## src/rtl/fcv_pkg.sv

```systemverilog
package fcv_pkg;
  localparam logic [11:0] OP_WRITE = 12'h039;
  localparam logic [11:0] OP_ERASE = 12'h038;
  localparam logic [11:0] OP_RDREG = 12'h035;
  localparam logic [11:0] OP_WRREG = 12'h036;

  localparam logic [10:0] E_OK     = 11'h000;
  localparam logic [10:0] E_BADCMD = 11'h3FF;
  localparam logic [10:0] E_LEN    = 11'h100;
  localparam logic [10:0] E_SECTOR = 11'h101;
  localparam logic [10:0] E_ERLEN  = 11'h102;
  localparam logic [10:0] E_BYTES  = 11'h103;
  localparam logic [10:0] E_BUSY   = 11'h104;
  localparam logic [10:0] E_WCOUNT = 11'h105;

  typedef enum logic [1:0] {ST_IN, ST_CHK, ST_DN, ST_DAT} fsm_t;

  function automatic logic [31:0] mk_rsp(input logic [10:0] err, input logic [10:0] cnt);
    return {9'b0, cnt, 1'b0, err};
  endfunction
endpackage

```

## src/rtl/fcv_collect.sv

```systemverilog
module fcv_collect #(
  parameter int DEPTH = 16,
  parameter int AW = 4
) (
  input  logic        clk,
  input  logic        rst,
  input  logic        take,
  input  logic [31:0] word,
  input  logic        last,
  output logic [11:0] hdr_code,
  output logic [10:0] hdr_len,
  output logic [8:0]  hdr_rsv,
  output logic [10:0] nargs,
  output logic [31:0] arg0,
  output logic [31:0] arg1,
  output logic        wr_en,
  output logic [AW-1:0] wr_addr,
  output logic [31:0] wr_data
);
  localparam logic [10:0] NSAT = 11'h7FF;

  logic        in_hdr;
  logic [10:0] didx;

  assign didx    = nargs - 11'd2;
  assign wr_en   = take && !in_hdr && (nargs >= 11'd2) && (didx < 11'(DEPTH));
  assign wr_addr = didx[AW-1:0];
  assign wr_data = word;

  always_ff @(posedge clk) begin
    if (rst) begin
      in_hdr   <= 1'b1;
      hdr_code <= '0;
      hdr_len  <= '0;
      hdr_rsv  <= '0;
      nargs    <= '0;
      arg0     <= '0;
      arg1     <= '0;
    end else if (take) begin
      in_hdr <= last;
      if (in_hdr) begin
        hdr_code <= word[11:0];
        hdr_len  <= word[22:12];
        hdr_rsv  <= word[31:23];
        nargs    <= '0;
        arg0     <= '0;
        arg1     <= '0;
      end else begin
        if (nargs == 11'd0) arg0 <= word;
        if (nargs == 11'd1) arg1 <= word;
        if (nargs != NSAT) nargs <= nargs + 11'd1;
      end
    end
  end
endmodule

```

## src/rtl/fcv_buf.sv

```systemverilog
module fcv_buf #(
  parameter int DEPTH = 16,
  parameter int AW = 4
) (
  input  logic          clk,
  input  logic          we,
  input  logic [AW-1:0] wa,
  input  logic [31:0]   wd,
  input  logic [AW-1:0] ra,
  output logic [31:0]   rd
);
  logic [31:0] mem [DEPTH];

  always_ff @(posedge clk) begin
    if (we) mem[wa] <= wd;
    rd <= mem[ra];
  end
endmodule

```

## src/rtl/fcv_rules.sv

```systemverilog
module fcv_rules
  import fcv_pkg::*;
#(
  parameter int DEPTH = 16,
  parameter int MAXB = 8,
  parameter int CW = 4,
  parameter int SECT_BITS = 16,
  parameter int GRAN_BITS = 14
) (
  input  logic [11:0]          code,
  input  logic [8:0]           rsv,
  input  logic [10:0]          hdr_len,
  input  logic [10:0]          nargs,
  input  logic [SECT_BITS-1:0] arg0_lo,
  input  logic [31:0]          arg1,
  input  logic                 busy,
  output logic [10:0]          err,
  output logic [10:0]          rd_words
);
  logic known, bytes_bad, is_wr;

  assign known     = (code == OP_WRITE) || (code == OP_ERASE) ||
                     (code == OP_RDREG) || (code == OP_WRREG);
  assign is_wr     = (code == OP_WRITE) || (code == OP_WRREG);
  assign bytes_bad = (arg1 == 32'd0) || (arg1 > 32'(MAXB));
  assign rd_words  = (11'(arg1[CW-1:0]) + 11'd3) >> 2;

  always_comb begin
    err = E_OK;
    if (!known || rsv != 9'd0)       err = E_BADCMD;
    else if (hdr_len != nargs)       err = E_LEN;
    else if (busy && is_wr)          err = E_BUSY;
    else begin
      unique case (code)
        OP_WRITE: begin
          if (nargs < 11'd3)                               err = E_LEN;
          else if (arg0_lo[1:0] != 2'b00)                  err = E_BADCMD;
          else if (arg1 == 32'd0 || arg1 > 32'(DEPTH))     err = E_WCOUNT;
          else if (arg1[10:0] != nargs - 11'd2)            err = E_LEN;
        end
        OP_ERASE: begin
          if (nargs != 11'd2)                              err = E_LEN;
          else if (arg0_lo != '0)                          err = E_SECTOR;
          else if (arg1 == 32'd0 || arg1[GRAN_BITS-1:0] != '0) err = E_ERLEN;
        end
        OP_RDREG: begin
          if (nargs != 11'd2)                              err = E_LEN;
          else if (bytes_bad)                              err = E_BYTES;
        end
        default: begin
          if (nargs < 11'd2)                               err = E_LEN;
          else if (bytes_bad)                              err = E_BYTES;
          else if (nargs - 11'd2 != rd_words)              err = E_LEN;
        end
      endcase
    end
  end
endmodule

```

## src/rtl/fcv_pack.sv

```systemverilog
module fcv_pack #(
  parameter int MAXB = 8,
  parameter int CW = 4
) (
  input  logic [MAXB*8-1:0] raw,
  input  logic [CW-1:0]     nbytes,
  output logic [MAXB*8-1:0] packed_out
);
  for (genvar g = 0; g < MAXB; g++) begin : g_lane
    assign packed_out[8*g +: 8] = (CW'(g) < nbytes) ? raw[8*g +: 8] : 8'h00;
  end
endmodule

```

## src/rtl/flash_cmd_validator.sv

```systemverilog
module flash_cmd_validator
  import fcv_pkg::*;
#(
  parameter int DATA_DEPTH = 16,
  parameter int MAX_REG_BYTES = 8,
  parameter int SECT_BITS = 16,
  parameter int GRAN_BITS = 14,
  localparam int AW = (DATA_DEPTH > 1) ? $clog2(DATA_DEPTH) : 1,
  localparam int CW = $clog2(MAX_REG_BYTES + 1),
  localparam int WPR = MAX_REG_BYTES / 4,
  localparam int WW = (WPR > 1) ? $clog2(WPR) : 1
) (
  input  logic                       clk,
  input  logic                       rst,
  input  logic                       cfg_busy,
  input  logic                       in_valid,
  input  logic [31:0]                in_data,
  input  logic                       in_last,
  output logic                       in_ready,
  output logic                       rsp_valid,
  output logic [31:0]                rsp_data,
  output logic                       rsp_last,
  output logic                       dn_req,
  output logic [11:0]                dn_cmd,
  output logic [31:0]                dn_arg0,
  output logic [31:0]                dn_arg1,
  input  logic                       dn_done,
  input  logic [MAX_REG_BYTES*8-1:0] dn_rdata,
  input  logic [AW-1:0]              dn_buf_addr,
  output logic [31:0]                dn_buf_data
);
  fsm_t state;

  logic        take;
  logic [11:0] c_code;
  logic [10:0] c_len, c_nargs;
  logic [8:0]  c_rsv;
  logic [31:0] c_a0, c_a1;
  logic        b_we;
  logic [AW-1:0] b_wa;
  logic [31:0] b_wd;
  logic [10:0] chk_err, chk_words;
  logic [MAX_REG_BYTES*8-1:0] packed_rd, rd_hold;
  logic [31:0] hold_w [WPR];
  logic [10:0] rsp_cnt;
  logic [WW-1:0] widx;

  assign in_ready = (state == ST_IN);
  assign take     = in_valid && in_ready;

  fcv_collect #(.DEPTH(DATA_DEPTH), .AW(AW)) u_collect (
    .clk(clk), .rst(rst), .take(take), .word(in_data), .last(in_last),
    .hdr_code(c_code), .hdr_len(c_len), .hdr_rsv(c_rsv), .nargs(c_nargs),
    .arg0(c_a0), .arg1(c_a1), .wr_en(b_we), .wr_addr(b_wa), .wr_data(b_wd)
  );

  fcv_buf #(.DEPTH(DATA_DEPTH), .AW(AW)) u_buf (
    .clk(clk), .we(b_we), .wa(b_wa), .wd(b_wd), .ra(dn_buf_addr), .rd(dn_buf_data)
  );

  fcv_rules #(.DEPTH(DATA_DEPTH), .MAXB(MAX_REG_BYTES), .CW(CW),
              .SECT_BITS(SECT_BITS), .GRAN_BITS(GRAN_BITS)) u_rules (
    .code(c_code), .rsv(c_rsv), .hdr_len(c_len), .nargs(c_nargs),
    .arg0_lo(c_a0[SECT_BITS-1:0]), .arg1(c_a1), .busy(cfg_busy),
    .err(chk_err), .rd_words(chk_words)
  );

  fcv_pack #(.MAXB(MAX_REG_BYTES), .CW(CW)) u_pack (
    .raw(dn_rdata), .nbytes(dn_arg1[CW-1:0]), .packed_out(packed_rd)
  );

  for (genvar g = 0; g < WPR; g++) begin : g_word
    assign hold_w[g] = rd_hold[32*g +: 32];
  end

  always_ff @(posedge clk) begin
    if (rst) begin
      state     <= ST_IN;
      rsp_valid <= 1'b0;
      rsp_data  <= '0;
      rsp_last  <= 1'b0;
      dn_req    <= 1'b0;
      dn_cmd    <= '0;
      dn_arg0   <= '0;
      dn_arg1   <= '0;
      rd_hold   <= '0;
      rsp_cnt   <= '0;
      widx      <= '0;
    end else begin
      rsp_valid <= 1'b0;
      rsp_last  <= 1'b0;
      unique case (state)
        ST_IN: if (take && in_last) state <= ST_CHK;
        ST_CHK: begin
          if (chk_err != E_OK) begin
            rsp_valid <= 1'b1;
            rsp_data  <= mk_rsp(chk_err, 11'd0);
            rsp_last  <= 1'b1;
            state     <= ST_IN;
          end else begin
            dn_req  <= 1'b1;
            dn_cmd  <= c_code;
            dn_arg0 <= c_a0;
            dn_arg1 <= c_a1;
            rsp_cnt <= (c_code == OP_RDREG) ? chk_words : 11'd0;
            state   <= ST_DN;
          end
        end
        ST_DN: if (dn_done) begin
          dn_req    <= 1'b0;
          rd_hold   <= packed_rd;
          rsp_valid <= 1'b1;
          rsp_data  <= mk_rsp(E_OK, rsp_cnt);
          rsp_last  <= (rsp_cnt == 11'd0);
          widx      <= '0;
          state     <= (rsp_cnt == 11'd0) ? ST_IN : ST_DAT;
        end
        default: begin
          rsp_valid <= 1'b1;
          rsp_data  <= hold_w[widx];
          rsp_last  <= (11'(widx) + 11'd1 == rsp_cnt);
          widx      <= widx + 1'b1;
          if (11'(widx) + 11'd1 == rsp_cnt) state <= ST_IN;
        end
      endcase
    end
  end

  // request stays up until the controller completes
  a_r10_req_holds: assert property (@(posedge clk) disable iff (rst)
    dn_req && !dn_done |=> dn_req);
  // no mailbox word is taken while a request is outstanding
  a_r12_no_take_during_req: assert property (@(posedge clk) disable iff (rst)
    dn_req |-> !in_ready);
  a_r12_last_has_valid: assert property (@(posedge clk) disable iff (rst)
    rsp_last |-> rsp_valid);
  // a write never starts while configuration was busy at the check
  a_r9_busy_blocks_write: assert property (@(posedge clk) disable iff (rst)
    $rose(dn_req) |-> !($past(cfg_busy) && (dn_cmd == OP_WRITE || dn_cmd == OP_WRREG)));
  // forwarded writes are word aligned
  a_r4_write_aligned: assert property (@(posedge clk) disable iff (rst)
    $rose(dn_req) && dn_cmd == OP_WRITE |-> dn_arg0[1:0] == 2'b00);
  // forwarded erases start on a sector boundary
  a_r6_sector_aligned: assert property (@(posedge clk) disable iff (rst)
    $rose(dn_req) && dn_cmd == OP_ERASE |-> dn_arg0[SECT_BITS-1:0] == '0);
endmodule

```

## config.mk

```make
export PLATFORM = sky130hd
export DESIGN_NAME = flash_cmd_validator
export DESIGN_NICKNAME = d
export VERILOG_FILES = /design/src/rtl/fcv_pkg.sv /design/src/rtl/fcv_collect.sv /design/src/rtl/fcv_buf.sv /design/src/rtl/fcv_rules.sv /design/src/rtl/fcv_pack.sv /design/src/rtl/flash_cmd_validator.sv
export SDC_FILE = /design/constraint.sdc
export NUM_CORES = 1
export LEC_CHECK = 0
export BUFFER_PORTS_ARGS = -buffer_cell sky130_fd_sc_hd__buf_2
export CORE_MARGIN = 2
export CORE_UTILIZATION = 64
export DETAILED_ROUTE_END_ITERATION = 12
export GPL_TIMING_DRIVEN = 0
export MAX_ROUTING_LAYER = met4
export PLACE_DENSITY = 0.84
export REMOVE_ABC_BUFFERS = 1
export SETUP_SLACK_MARGIN = 0.05
export SKIP_CTS_REPAIR_TIMING = 1
export SLEW_MARGIN = 10
export SYNTH_ARGS = -nofsm -noshare
export SYNTH_HDL_FRONTEND = slang
export SYNTH_SLANG_ARGS = --single-unit
```

## constraint.sdc

```tcl
create_clock -name clk -period 11.4 [get_ports clk]
set_clock_uncertainty 0.15 [all_clocks]
set_input_delay 1.71 -clock clk [delete_from_list [all_inputs] [get_ports clk]]
set_output_delay 1.71 -clock clk [all_outputs]
set_load 0.05 [all_outputs]
```

---- Word level (Yosys, flattened, before mapping) ----
Memories as Yosys holds them, arrays and structs flattened. A register that Yosys moved wholly into a read port is not among the register bits.
Cells that the tools add are included.
storage, ports and cells
  register bits after elaboration ......... 297
  bits in latches ......................... 0
  memory bits (writable) .................. 512
  memory bits (read-only) ................. 0
  bits of input ports ..................... 106
  output and inout port bits .............. 144
  logic and storage cells ................. 155
  memories kept ........................... 1
memories
  name       depth  bits a word  rd ports  clocked after memory_dff  write ports  line           RTL
  u_buf.mem  16     32           1         1                         1            fcv_buf.sv:12  logic [31:0] mem [DEPTH];
operators by class
  add/sub/neg operators ................... 5
  $mul .................................... 0
  div/mod/pow operators ................... 0
  magnitude comparators ................... 15
  equality and inequality tests ........... 17
  shift operators ......................... 0
  mux-type cells .......................... 54
  bitwise logic cells ..................... 4
  reduce and logical (&&, ||, !) cells .... 41
operators by type and width
  kind                   number
  $mux 32                9
  $mux 11                13
  $pmux 32 s3            1
  $mux 8                 8
  $eq 12x6->1 const B    4
  $mux 9                 5
  $pmux 11 s3            1
  $gt 32x4->1 const B    1
  $gt 32x5->1 const B    1
  $logic_not 32->1       1
  $logic_not 11->1       2
  $lt 11x2->1 const B    2
  $ne 11x11->1           2
  $lt 3x4->1 const A     4
  $reduce_bool 16->1     1
  $reduce_and 2->1       7
  $reduce_bool 14->1     1
  $add 11x1->11 const B  1
  $eq 11x1->1 const B    1
  $eq 2x11->1            1
  $ge 11x2->1 const B    1
  $lt 11x5->1 const B    1
  $ne 11x11->1 const B   1
  $ne 11x2->1 const B    1
  other kinds (29)       66

---- Longest topological paths before layout ----
Gate-level depths: netlist of run 1.
  word-level depth ........................ 13
  gate-level depth with buffers ........... 16
  depth with buffers taken out ............ 10

---- Modules after synthesis ----
A second synthesis of run 1 with hierarchy kept.
second synthesis, totals
  cell total of the unflattened synthesis .. 2488
  area total of the unflattened synthesis .. 33383.3 um^2
modules (own cells, without submodules)
  module               instances  cells each  area each (um^2)  sequential area each (um^2)
  fcv_buf              1          838         19854.0           16015.4
  flash_cmd_validator  1          939         7423.4            3783.6
  fcv_collect          1          423         4144.0            2162.1
  fcv_rules            1          215         1485.2            0.0
  fcv_pack             1          73          476.7             0.0

---- Worst setup path after synthesis of run 1 ----
OpenSTA, ideal clock, no wires.
  path type ............................... reg-to-reg
  start ................................... register u_collect.nargs[1]
  end ..................................... memory u_buf.mem[14][0], enable pin
  library setup time ...................... 421 ps
  data arrival time ....................... 4029 ps
  required time ........................... 10829 ps
  path slack .............................. 6800 ps
  cell stages (with the launch flop) ...... 12
  buffers on the path ..................... 3
  clock period less this slack ............ 4600 ps
  path through ............................ dfxtp_1 > buf_2 > inv_1 > ha_1 > buf_2 > or3b_2 > clkbuf_1 > a21oi_1 > nand4b_1 > a2111oi_0 > nand2_1 > nor2_1
between the ends
  longest elaborated chain between the ends .. 5
  elaborated cells between the ends (all ways) .. 7
  those cells by class .................... add/sub (1); order compare (2); mux (2); reduce/logical (2)
ends and longest elaborated chain
  item                                              line                                  RTL
  start: declaration                                fcv_collect.sv:13                     output logic [10:0] nargs,
  start signal: assignment                          fcv_collect.sv:51                     if (nargs != NSAT) nargs <= nargs + 11'd1;
  $sub 11x2->11 or $ge 11x2->1 (tied branches)      fcv_collect.sv:25, fcv_collect.sv:26
  $lt 11x5->1 or $logic_and 1x1->1 (tied branches)  fcv_collect.sv:26                     assign wr_en = take && !in_hdr && (nargs >= 11'd2) && (didx < 11'(DEPTH));
  $logic_and 1x1->1                                 fcv_collect.sv:26
  $mux 1                                            fcv_buf.sv:15                         if (we) mem[wa] <= wd;
  $mux 1 (implied by the code)                      fcv_buf.sv:15
  end: declaration                                  fcv_buf.sv:12
Parallel ways exist; a longest one is shown, timed or not.

---- Worst setup path after layout of run 1 ----
  start ................................... register u_collect.nargs[1]
  end ..................................... memory u_buf.mem[13][19], enable pin
Same word-level chain as after synthesis.

==> impl_metrics.py, run 1 <==
metrics = {
    "detailed_routing": {
        "wl_per_cell_um": 26.7,
        "num_vias": 20700,
        "firstDrtPassIters": 6,
        "vias_per_cell": 6.64,
        "ant_nets": 0,
        "drtIter0Drc": 2784,
        "wirelength_um": 83300,
        "route.detailed.drc": 0,
    },
    "synthesis": {
        "ys_seq_area_frac": 0.687,
        "synth_adder_area_share": 0.00434,
        "synth.distinct_cells": 67,
        "synth_area_per_cell_sq_um": 14.6,
        "ys_ff_latch": 833,
        "syn_inst": 2169,
        "synth_top_family_by_area": "multiplexers",
        "yosys_warnings": 0,
        "synthMuxAreaShare": 0.123,
        "synth_area_sq_um": 31700,
        "synth-simple-area-share": 0.0843,
        "synth-xor-area-share": 0.00761,
        "synthFlopType": "edfxtp_1",
        "synth_edf_count": 512,
        "synth_compound_area_frac": 0.0738,
        "synthArstFlopShare": 0,
    },
    "grt": {
        "gr-total-overflow": 0,
        "grt_max_degree": 145,
        "grt_pass1_vias": 20300,
        "grt_usage": 0.338,
        "grt_pass1_wl_um": 123000,
        "antenna_found_initial": 2,
    },
    "setup_path": {
        "reg2reg_setup_slack_ns": 6.23,
        "arrival_ns": 5.33,
        "crit_type": "register to register",
        "r2r-start": "u_collect.nargs[1]$_SDFFE_PP0P_",
        "cpMaxStageDelayCell": "a2111oi_0",
        "worstSetupStartpointType": "register",
        "timing.rr.end": "u_buf.mem[13][19]$_DFFE_PP_",
        "path_max_fanout": 20,
        "cpPeakStageDelay_ns": 1.11,
        "path_cells": "inv_1 -> ha_1 -> or3b_2 -> o21ai_0 -> a21oi_1 -> nand4b_1 -> a2111oi_0 -> nand2_1 -> nor2_4 -> buf_12",
        "endpoint_kind": "register",
        "critPathTopFamily": "simple AND/OR/NAND/NOR gates",
        "cp_data_required_time_ns": 11.56,
        "crit_buf_inv": 2,
        "worstRegToRegCells": 10,
    },
    "power": {
        "ir_worst_vdd_mv": 0.150,
        "power_density_nw_per_um2": 173,
        "leakage_nw": 12.7,
    },
    "die": {
        "die_area_sq_um": 51400,
        "die_h_um": 227,
        "start_util": 0.648,
        "fp.coreArea_sq_um": 49000,
        "ios": 250,
        "die_x_um": 227,
        "rows": 81,
    },
    "clock_tree": {
        "numCtsBuffers": 80,
        "cts.clk_slew.worst_paths_ns": 0.06,
        "cts_num_sinks": 833,
        "cts_root_buffer": "clkbuf_16",
        "cts_buffer_depth": 3,
        "cts.htree.levels": 3,
        "cts_tree": "built",
        "clk_latency_ns": 0.63,
    },
    "timing": {
        "rsz0062_at_grt": "false",
        "finalSetupViolations": 0,
        "layout_setup_ws_ns": 6.23,
        "final.setup.tns_ns": 0,
        "finalHoldViolations": 0,
        "slew-limit-headroom": 0.124,
        "slew_violations": 0,
        "fin_hold_ws_ns": 0.295,
        "fmax_ghz": 0.193,
        "worstMarginPinSlew_ns": 1.28,
        "finalCriticalPeriod_ns": 5.17,
        "min_period_over_period": 0.454,
    },
    "place": {
        "gp_congestion": 0.913,
        "dpl_worst_slack_ns": 6.53,
        "dpl.hpwl_um": 49100,
        "port_buffers": 249,
        "placed_cell_area_sq_um": 34200,
    },
    "worst_hold_path": {
        "hold_depth": 2,
        "worstHoldStart": "dn_arg0[18]$_SDFFE_PP0P_",
        "whs_endpoint": "dn_arg0[18]$_SDFFE_PP0P_",
        "min_path_type": "register to register",
    },
    "layout": {
        "syn2layout_area_growth_pct": 16.2,
        "final_core_util": 0.753,
        "final_common_cell": "edfxtp_1",
        "layout_common_cells": "edfxtp_1 (512), dfxtp_1 (320), buf_2 (245)",
        "drive_gt1_frac": 0.248,
        "design_area_sq_um": 36900,
        "num-fill-cells": 2731,
        "final_nets": 2504,
    },
    "outcome": {
        "status": "complete, no violations",
    },
    "run": {
        "cap_violations": 0,
    },
}
## registers in the layout, indices dropped and copies added (netlist names), 9 cells and up
register	cells
dn_arg0	32
dn_arg1	32
dn_cmd	12
rd_hold	64
rsp_data	32
u_buf.mem	512
u_buf.rd	32
u_collect.arg0	32
u_collect.arg1	32
u_collect.hdr_code	12
u_collect.hdr_len	11
u_collect.hdr_rsv	9
u_collect.nargs	11
## metrics by stage
step / total power, W / instances
after floorplan: 0.00354 / 2021
after global placement: 0.00372 / 2934
after detailed placement: 0.00374 / 2969
after CTS: 0.00640 / 3116
after global routing: 0.00653 / 3118
final: 0.00639 / 3119
## routing by layer
metal	track usage	vias up	wire (um)
met5	-	-	0
met4	0.131	0	3190
met3	0.0584	227	8530
met2	0.540	1422	40900
met1	0.437	10400	30700
li1	-	8708	-
## cell type report
| class | count | area [sq um] | share of cell area |
|---|---|---|---|
| sequential | 833 | 21800 | 0.591 |
| multi-input combinational | 1177 | 9460 | 0.256 |
| clock buffer | 117 | 2390 | 0.0647 |
| timing repair buffer | 284 | 2060 | 0.0559 |
| tap | 664 | 831 | 0.0225 |
| clock inverter | 30 | 293 | 0.00794 |
| inverter | 11 | 41.3 | 0.00112 |
| antenna | 3 | 7.51 | 0.000204 |
## Yosys cell counts (8+ instances only)
cell,n,area (sq um)
edfxtp_1,512,15400
dfxtp_1,321,6430
nand2_1,219,822
nor2_1,177,664
mux4_2,160,3600
a21oi_1,142,711
a22oi_1,123,923
clkbuf_1,112,420
o21ai_0,39,195
nor2b_1,31,194
mux2i_1,30,300
o31ai_1,27,203
nor4_1,25,156
nor3_1,22,110
and2_1,20,125
buf_1,19,71.3
nand3_1,18,90.1
xor2_1,16,140
buf_2,12,60.1
nand4_1,12,75.1
ha_1,11,138
inv_1,11,41.3
xnor2_1,9,78.8
or4_1,8,60.1
## how the worst max path moves through the flow
stage,end,depth (start not counted),from
global route,u_buf.mem[1][28]$_DFFE_PP_,11,u_collect.nargs[1]$_SDFFE_PP0P_
floorplan,rsp_data[10]$_SDFFE_PP0P_,10,u_collect.nargs[1]$_SDFFE_PP0P_
detailed placement,u_buf.mem[13][14]$_DFFE_PP_,9,u_collect.nargs[1]$_SDFFE_PP0P_
finish,u_buf.mem[13][19]$_DFFE_PP_,10,u_collect.nargs[1]$_SDFFE_PP0P_
global placement,rsp_data[13]$_SDFFE_PP0P_,10,u_collect.nargs[1]$_SDFFE_PP0P_
CTS,u_buf.mem[13][19]$_DFFE_PP_,9,u_collect.nargs[1]$_SDFFE_PP0P_
## tightest hold or removal path, stage by stage (launching register included)
cell and delay [ns]:
dfxtp_1 0.30, nand2_1 0.05, a21oi_1 0.05
## cells by family (layout without fill, tap and decap cells)
logic type / after synthesis / in the layout
DFF: 833 / 833
and+or+nand+nor: 581 / 581
AOI/OAI and AO/OA: 369 / 369
muxes: 190 / 190
buffers and inverters: 159 / 442
xor gates and xnor gates: 26 / 26
adders and majority gates: 11 / 11
other: 0 / 3
## power breakdown
group | internal (W) | switching (W) | total [W]
sequential | 0.00323 | 0.0000266 | 0.00325
clock | 0.00157 | 0.00113 | 0.00270
combinational | 0.000140 | 0.000297 | 0.000437
Note: power is estimated with default switching activity, not from simulation.
==> run 2, diff against run 1 <==
--- a/config.mk
+++ b/config.mk
@@ -7,11 +7,11 @@
 export LEC_CHECK = 0
 export BUFFER_PORTS_ARGS = -buffer_cell sky130_fd_sc_hd__buf_2
 export CORE_MARGIN = 2
-export CORE_UTILIZATION = 64
+export CORE_UTILIZATION = 54
 export DETAILED_ROUTE_END_ITERATION = 12
 export GPL_TIMING_DRIVEN = 0
 export MAX_ROUTING_LAYER = met4
-export PLACE_DENSITY = 0.84
+export PLACE_DENSITY = 0.76
 export REMOVE_ABC_BUFFERS = 1
 export SETUP_SLACK_MARGIN = 0.05
 export SKIP_CTS_REPAIR_TIMING = 1
==> constraint.sdc (replaced) <==
create_clock -name clk -period 4.3 [get_ports clk]
set_clock_uncertainty 0.15 [all_clocks]
set_input_delay 0.645 -clock clk [delete_from_list [all_inputs] [get_ports clk]]
set_output_delay 0.645 -clock clk [all_outputs]
set_load 0.05 [all_outputs]
==> run 2 against run 1 <==
  * Final cell count increased by 4.6%
  * Largest power group unchanged
  * Count of clock-buffer cells in the layout fell by 8
  * Non-clock buffer count is 35 higher
==> impl_metrics.py, run 2 (synthesized netlist as in run 1, its figures left out) <==
metrics = {
    "outcome": {
        "status": "complete, no violations",
    },
    "place": {
        "dpl.hpwl_um": 48300,
        "dpl_worst_slack_ns": -1.03,
        "gp_congestion": 0.851,
        "port_buffers": 249,
        "placed_cell_area_sq_um": 34300,
    },
    "timing": {
        "min_period_over_period": 0.972,
        "finalHoldViolations": 0,
        "worstMarginPinSlew_ns": 1.32,
        "rsz0062_at_grt": "true",
        "finalSetupViolations": 0,
        "finalCriticalPeriod_ns": 4.18,
        "slew_violations": 0,
        "slew-limit-headroom": 0.118,
        "layout_setup_ws_ns": 0.122,
        "fmax_ghz": 0.239,
    },
    "grt": {
        "antenna_found_initial": 2,
        "gr-total-overflow": 0,
        "grt_usage": 0.275,
        "grt_pass1_vias": 20100,
        "grt_max_degree": 123,
        "grt_pass1_wl_um": 122000,
    },
    "layout": {
        "layout_common_cells": "edfxtp_1 (512), dfxtp_1 (319), buf_2 (245)",
        "final_nets": 2543,
        "reg_top3": "u_buf.mem x512, rd_hold x64",
        "largest_register_ffs": 512,
        "design_area_sq_um": 37500,
        "top_register": "u_buf.mem",
        "syn2layout_area_growth_pct": 18.2,
        "final_common_cell": "edfxtp_1",
        "drive_gt1_frac": 0.262,
    },
    "detailed_routing": {
        "drtIter0Drc": 2702,
        "firstDrtPassIters": 7,
        "route.detailed.drc": 0,
        "vias_per_cell": 6.32,
        "ant_nets": 0,
        "wl_per_cell_um": 25.7,
        "wirelength_um": 83800,
        "num_vias": 20600,
    },
    "setup_path": {
        "path_cells": "or2_2 -> or4b_1 -> nor3_1 -> a21oi_1 -> nor3_4 -> o2111a_4 -> buf_12 -> nor2_1 -> and2_1",
        "path_max_fanout": 52,
        "crit_buf_inv": 1,
        "worstSetupStartpointType": "register",
        "critPathTopFamily": "simple AND/OR/NAND/NOR gates",
        "cpPeakStageDelay_ns": 0.59,
        "crit_type": "register to register",
        "cp_data_required_time_ns": 4.69,
        "endpoint_kind": "register",
        "cpMaxStageDelayCell": "or4b_1",
        "arrival_ns": 4.57,
    },
    "worst_hold_path": {
        "min_path_type": "input port to register",
    },
    "die": {
        "die_h_um": 246,
        "fp.coreArea_sq_um": 57900,
        "ios": 250,
        "start_util": 0.548,
        "die_x_um": 246,
        "die_area_sq_um": 60700,
        "rows": 88,
    },
    "clock_tree": {
        "cts_tree": "built",
        "cts_buffer_depth": 3,
        "cts_num_sinks": 833,
        "clk_latency_ns": 0.65,
        "cts.htree.levels": 3,
        "cts_root_buffer": "clkbuf_16",
        "numCtsBuffers": 82,
        "cts.clk_slew.worst_paths_ns": 0.06,
    },
    "power": {
        "power_density_nw_per_um2": 451,
        "leakage_nw": 12.9,
        "ir_worst_vdd_mv": 0.352,
    },
    "run": {
        "cap_violations": 0,
    },
}
run 2: routing by layer:
layer  part of all wire  vias to the layer above  global-route usage  routed length (um)
li1                   -                     8782                   -                   -
met1               0.38                    10300               0.366               31700
met5                  0                        -                   -                   0
met4              0.033                        0               0.106                2790
met3               0.11                      216              0.0487                8970
met2               0.48                     1333               0.427               40300
run 2: per-stage QoR:
stage	total power (W)	hold WS [ns]	setup TNS, ns	instances	utilization
after floorplan	0.00940	0.275	-151.05	2021	-
after global placement	0.00990	0.285	-1860.74	3035	0.576
after detailed placement	0.00994	0.288	-234.00	3072	0.593
after CTS	0.0170	0.0632	-239.72	3226	0.639
after global routing	0.0174	0.0825	0	3263	0.648
final	0.0169	0.0903	0	3263	0.648
run 2: area by class of cell:
cell class	instances	area (sq um)
multi-input combinational	1179	9550
inverter	11	41.3
antenna	2	5.00
sequential	833	21800
clock inverter	45	375
clock buffer	109	2310
fill	3988	20400
timing repair buffer	319	2470
tap	765	957
run 2: worst paths after layout:
| check | from | endpoint | slack [ns] | depth (start not counted) |
|---|---|---|---|---|
| worst min register to register | dn_arg0[15]$_SDFFE_PP0P_ | dn_arg0[15]$_SDFFE_PP0P_ | 0.30 | 2 |
| worst max register to register | u_collect.nargs[5]$_SDFFE_PP0P_ | dn_cmd[8]$_SDFFE_PP0P_ | 0.12 | 9 |
| worst max-delay path | u_collect.nargs[5]$_SDFFE_PP0P_ | dn_cmd[8]$_SDFFE_PP0P_ | 0.12 | 9 |
| worst min-delay path | dn_rdata[12] | rd_hold[12]$_SDFFE_PP0P_ | 0.09 | 3 |
run 2: tightest hold or removal path, delay by kind of cell:
kind | cells | cell delay (ns)
and+or+nand+nor | 1 | 0.07
buffers and inverters | 1 | 0.07
AOI/OAI and AO/OA | 1 | 0.05
run 2: where the power goes:
part / total (W) / leakage, nW / internal, W / switching, W
clock network: 0.00711 / 1.31 / 0.00400 / 0.00311
registers: 0.00862 / 7.21 / 0.00855 / 0.0000683
logic: 0.00119 / 4.42 / 0.000376 / 0.000814
